===== config.mk =====
export PLATFORM = sky130hd
export DESIGN_NAME = bank_refresh_scheduler
export DESIGN_NICKNAME = d
export VERILOG_FILES = /design/src/rtl/rfs_pkg.sv /design/src/rtl/rfs_interval_timer.sv /design/src/rtl/rfs_backlog.sv /design/src/rtl/rfs_bank_lockout.sv /design/src/rtl/bank_refresh_scheduler.sv
export SDC_FILE = /design/constraint.sdc
export NUM_CORES = 1
export LEC_CHECK = 0
export BUFFER_PORTS_ARGS = -buffer_cell sky130_fd_sc_hd__buf_2
export CAP_MARGIN = 30
export CORE_UTILIZATION = 60
export DETAILED_ROUTE_END_ITERATION = 12
export PLACE_DENSITY = 0.79
export SLEW_MARGIN = 20
export SYNTH_ARGS = -nofsm -noshare
export SYNTH_HDL_FRONTEND = slang
export SYNTH_SLANG_ARGS = --single-unit

===== constraint.sdc =====
create_clock -name clk -period 3.1 [get_ports clk]
set_input_delay 0.62 -clock clk [delete_from_list [all_inputs] [get_ports clk]]
set_output_delay 0.62 -clock clk [all_outputs]
set_load 0.005 [all_outputs]

===== src/rtl/rfs_pkg.sv =====
package rfs_pkg;
    // Width of an index into a set of n items (at least one bit).
    function automatic int unsigned idx_width(int unsigned n);
        return (n > 1) ? $clog2(n) : 1;
    endfunction

    // Width of a counter that must hold values 0..max.
    function automatic int unsigned cnt_width(int unsigned max);
        return (max > 0) ? $clog2(max + 1) : 1;
    endfunction
endpackage


===== src/rtl/rfs_interval_timer.sv =====
module rfs_interval_timer
    import rfs_pkg::*;
#(
    parameter int unsigned PERIOD = 97
) (
    input  logic clk,
    input  logic rst_n,
    input  logic en,
    output logic tick_o
);
    localparam int unsigned CW = idx_width(PERIOD);
    localparam logic [CW-1:0] LAST = CW'(PERIOD - 1);

    typedef struct packed {
        logic [CW-1:0] cnt;
    } tmr_t;

    tmr_t tmr_d, tmr_q;

    always_comb begin
        tmr_d  = tmr_q;
        tick_o = 1'b0;
        if (!en) begin
            tmr_d.cnt = '0;
        end else if (tmr_q.cnt == LAST) begin
            tick_o    = 1'b1;
            tmr_d.cnt = '0;
        end else begin
            tmr_d.cnt = tmr_q.cnt + CW'(1);
        end
    end

    always_ff @(posedge clk) begin
        if (!rst_n) tmr_q <= '0;
        else        tmr_q <= tmr_d;
    end
endmodule


===== src/rtl/rfs_backlog.sv =====
module rfs_backlog
    import rfs_pkg::*;
#(
    parameter int unsigned MAX_OWED = 16
) (
    input  logic clk,
    input  logic rst_n,
    input  logic tick_i,
    input  logic take_i,
    output logic owed_o,
    output logic ovf_o
);
    localparam int unsigned PW = cnt_width(MAX_OWED);
    localparam logic [PW-1:0] LIMIT = PW'(MAX_OWED);

    typedef struct packed {
        logic [PW-1:0] owed;
        logic          ovf;
    } blog_t;

    blog_t bl_d, bl_q;

    always_comb begin
        bl_d = bl_q;
        unique case ({tick_i, take_i})
            2'b10: begin
                if (bl_q.owed == LIMIT) bl_d.ovf  = 1'b1;
                else                    bl_d.owed = bl_q.owed + PW'(1);
            end
            2'b01: begin
                if (bl_q.owed != '0)    bl_d.owed = bl_q.owed - PW'(1);
            end
            default: ; // idle, or accrual and grant cancel out
        endcase
    end

    assign owed_o = (bl_q.owed != '0);
    assign ovf_o  = bl_q.ovf;

    always_ff @(posedge clk) begin
        if (!rst_n) bl_q <= '0;
        else        bl_q <= bl_d;
    end
endmodule


===== src/rtl/rfs_bank_lockout.sv =====
module rfs_bank_lockout
    import rfs_pkg::*;
#(
    parameter int unsigned HOLD_CYC = 8
) (
    input  logic clk,
    input  logic rst_n,
    input  logic load_i,
    output logic busy_o
);
    localparam int unsigned TW = cnt_width(HOLD_CYC);

    typedef struct packed {
        logic [TW-1:0] left;
    } lk_t;

    lk_t lk_d, lk_q;

    always_comb begin
        lk_d = lk_q;
        if (load_i)              lk_d.left = TW'(HOLD_CYC);
        else if (lk_q.left != '0) lk_d.left = lk_q.left - TW'(1);
    end

    assign busy_o = (lk_q.left != '0);

    always_ff @(posedge clk) begin
        if (!rst_n) lk_q <= '0;
        else        lk_q <= lk_d;
    end
endmodule


===== src/rtl/bank_refresh_scheduler.sv =====
module bank_refresh_scheduler
    import rfs_pkg::*;
#(
    parameter int unsigned NUM_BANKS    = 8,
    parameter int unsigned INTERVAL_CYC = 97,
    parameter int unsigned TRC_CYC      = 8,
    parameter int unsigned BACKLOG_MAX  = 16,
    localparam int unsigned BW          = idx_width(NUM_BANKS)
) (
    input  logic                 clk,
    input  logic                 rst_n,
    input  logic                 en,
    output logic                 ref_req,
    input  logic                 ref_gnt,
    output logic [BW-1:0]        ref_bank,
    output logic [NUM_BANKS-1:0] bank_busy,
    output logic                 backlog_ovf
);
    localparam logic [BW-1:0] LAST_BANK = BW'(NUM_BANKS - 1);

    typedef struct packed {
        logic [BW-1:0] ptr;
    } rr_t;

    rr_t  rr_d, rr_q;
    logic tick;
    logic owed;
    logic take;
    logic [NUM_BANKS-1:0] load;

    rfs_interval_timer #(.PERIOD(INTERVAL_CYC)) u_timer (
        .clk    (clk),
        .rst_n  (rst_n),
        .en     (en),
        .tick_o (tick)
    );

    rfs_backlog #(.MAX_OWED(BACKLOG_MAX)) u_backlog (
        .clk    (clk),
        .rst_n  (rst_n),
        .tick_i (tick),
        .take_i (take),
        .owed_o (owed),
        .ovf_o  (backlog_ovf)
    );

    always_comb begin
        rr_d    = rr_q;
        ref_req = owed && !bank_busy[rr_q.ptr];
        take    = ref_req && ref_gnt;
        if (take) begin
            rr_d.ptr = (rr_q.ptr == LAST_BANK) ? '0 : rr_q.ptr + BW'(1);
        end
    end

    for (genvar g = 0; g < NUM_BANKS; g++) begin : g_bank
        assign load[g] = take && (rr_q.ptr == BW'(g));
        rfs_bank_lockout #(.HOLD_CYC(TRC_CYC)) u_lock (
            .clk    (clk),
            .rst_n  (rst_n),
            .load_i (load[g]),
            .busy_o (bank_busy[g])
        );
    end

    assign ref_bank = rr_q.ptr;

    always_ff @(posedge clk) begin
        if (!rst_n) rr_q <= '0;
        else        rr_q <= rr_d;
    end
endmodule


==> impl_metrics.ini <==
[outcome]
status = complete, no violations

[timing]
hold_slack_ns = 0.468
worst_slack_ns = 0.259
fin_worst_skew_ns = 0.00329
period_share_pct = 91.6
max_freq_ghz = 0.352
min_period_ns = 2.84
rsz0062_at_grt = no
tightestPinTransition_ns = 0.607
setup_tns_ns = 0
setup_violations = 0
final_hold_viol_count = 0
maxSlewHeadroom_pct = 59.5
slew_violations = 0

[logic_synthesis]
synth_area_per_cell_um2 = 9.00
ys_seq_area_share_pct = 34.4
ys_warn_count = 0
synth_seq_cells = 48
async_flop_share_pct = 0
syn_area_um2 = 2790
synth_edf_count = 0
synth_ff_type = dfxtp_1
syn_nets = 342
synthCells = 310
synth_cell_types = 44

[cts]
numCtsBuffers = 5
insertion_delay_ns = 0.30
clockBufferDepth = 2
root_buffer = clkbuf_8
postCtsHoldBufs = 0
cts_sinks = 48
cts_tree = built
clkTransAtPathRegs_ns = 0.09
htreeDepth = 2

[pwr]
vdd_drop_max_mv = 0.314
power_mw = 2.40
pwr-share-comb_pct = 45.4
p_per_area_nw_per_um2 = 819
intPower_mw = 1.51
power_switching_mw = 0.889
sw_frac_of_total_pct = 37.0
leakagePower_nw = 1.29
clkPwrFrac_pct = 16.0
p_seq_share_pct = 38.5

[worst_setup_path]
arrival_ns = 3.08
crit_fanout = 3
path_class = register to register
reg2regPathDepth = 12
cp-start-kind = register
cp.required_ns = 3.34
cp-end-kind = register

[route]
wl_per_cell_um = 13.4
vias_per_cell = 5.55
drt-pass1-iter-count = 4
drt.antenna.violating_nets = 0
vias = 2055
wl_um = 4940
drt-initial-drc-count = 79
drc = 0

[global_routing]
grt_pass1_wl_um = 8510
antenna_found_initial = 0
grt_use_total_pct = 21.7
grt_pass1_vias = 1991
grt_max_degree = 21
overflow = 0

[place]
portBuffers = 16
hpwlAfterDp_um = 3730
placed_cell_area_um2 = 2830
dp.cells = 362
pre_cts_ws_ns = 0.185
gp_congestion = 0.823

[floorplanning]
row_count = 24
initial_utilization_pct = 63.2
fp.dieH_um = 70.2
fp.dieArea_um2 = 4930
die_w_um = 70.2
core-area_um2 = 4410
ioPinCount = 17

[finish]
drive_gt1_share_pct = 11.9
syn_to_final_growth_pct = 4.98
final_util_pct = 66.4
fin_area_um2 = 2930
n_antenna_cell = 0
nNetsFinal = 349
final_cell_count_no_fill = 370

[worst_hold_path]
min_path_cells = 1
hp-class = register to register

[flow_run]
drv_cap = 0
worst paths after layout:
| check | startpoint | to | slack (ns) |
|---|---|---|---|
| hold reg to reg | u_timer.tmr_q[0]$_SDFF_PP0_ | u_timer.tmr_q[0]$_SDFF_PP0_ | 0.47 |
| hold / removal | u_timer.tmr_q[0]$_SDFF_PP0_ | u_timer.tmr_q[0]$_SDFF_PP0_ | 0.47 |
| setup reg to reg | g_bank[7].u_lock.lk_q[0]$_SDFFE_PP0P_ | u_backlog.bl_q[5]$_SDFFE_PN0P_ | 0.26 |
| setup / recovery | g_bank[7].u_lock.lk_q[0]$_SDFFE_PP0P_ | u_backlog.bl_q[5]$_SDFFE_PN0P_ | 0.26 |
kinds of logic after synthesis:
logic type	Yosys count	share of synthesized area, %
fa+ha+maj	28	12.8
simple gates	107	21.1
flops	48	34.4
buf+inv	45	7.93
compound gates	49	12.4
xor+xnor	23	7.22
mux	10	4.17
state kept, by name, indices dropped and copies added, names as in the netlist:
register / cells
u_backlog.bl_q: 5
u_backlog.ovf_o: 1
g_bank.u_lock.lk_q: 32
ref_bank: 3
u_timer.tmr_q: 7
power by group through the flow:
stage / Clock, mW / Combinational, mW / Sequential, mW
after floorplan: 0 / 1.03 / 0.905
after global placement: 0 / 1.05 / 0.930
after detailed placement: 0 / 1.09 / 0.938
after CTS: 0.395 / 1.10 / 0.924
after global routing: 0.421 / 1.24 / 0.952
final: 0.385 / 1.09 / 0.925
worst max-delay path, cell delays in order (launching register included):
cell and delay, ns:
dfxtp_1 0.31, inv_1 0.10, ha_1 0.20, nor4bb_2 0.36, o211ai_1 0.23, a41oi_2 0.28
nand2_1 0.12, fa_1 0.43, nor2b_1 0.13, o21ai_1 0.08, and3_1 0.18, mux2i_1 0.17
mux2i_1 0.19
final cells by class:
cell class	count	area (µm²)
inverter	27	101
timing repair buffer	18	95.1
tap	52	65.1
multi-input combinational	217	1620
fill	368	1480
clock inverter	2	10.0
sequential	48	961
clock buffer	6	82.6
cells in the mapped netlist, drive strengths merged, types with 6 or more instances:
cell	count	share of area (%)
dfxtp	48	34
ha	27	12
inv	27	3.6
nand2	27	3.6
nor2	24	3.2
a21oi	23	4.1
xnor2	13	4.1
buf	12	3.4
nor3	10	2.2
xor2	10	3.1
mux2i	9	3.4
or3	8	1.8
a211oi	7	2.1
and3	7	1.6
and2	6	1.3
clkbuf	6	0.90
or3b	6	1.9
layout by cell type (no fill, tap or decap), drive strengths merged, types with 8 or more instances in the layout:
cell type	Yosys	final
inv	27	27
ha	27	27
or3	8	8
buf	12	18
nor2	24	24
a21oi	23	23
nand2	27	27
xor2	10	10
xnor2	13	13
nor3	10	10
dfxtp	48	48
mux2i	9	9
metal layers:
layer / vias up / GRT usage, % / part of all wire, %
li1: 1068 / - / -
met1: 963 / 25.6 / 47
met2: 19 / 39.3 / 49
met3: 5 / 4.76 / 2.6
met4: 0 / 5.78 / 1.1
met5: - / 0 / 0
timing repair:
item                                    in CTS  in global routing
resized for setup                            0                  2
endpoints found under the setup margin       0                  2
setup buffers                                0                  0
Power figures use the tool's default switching activity.
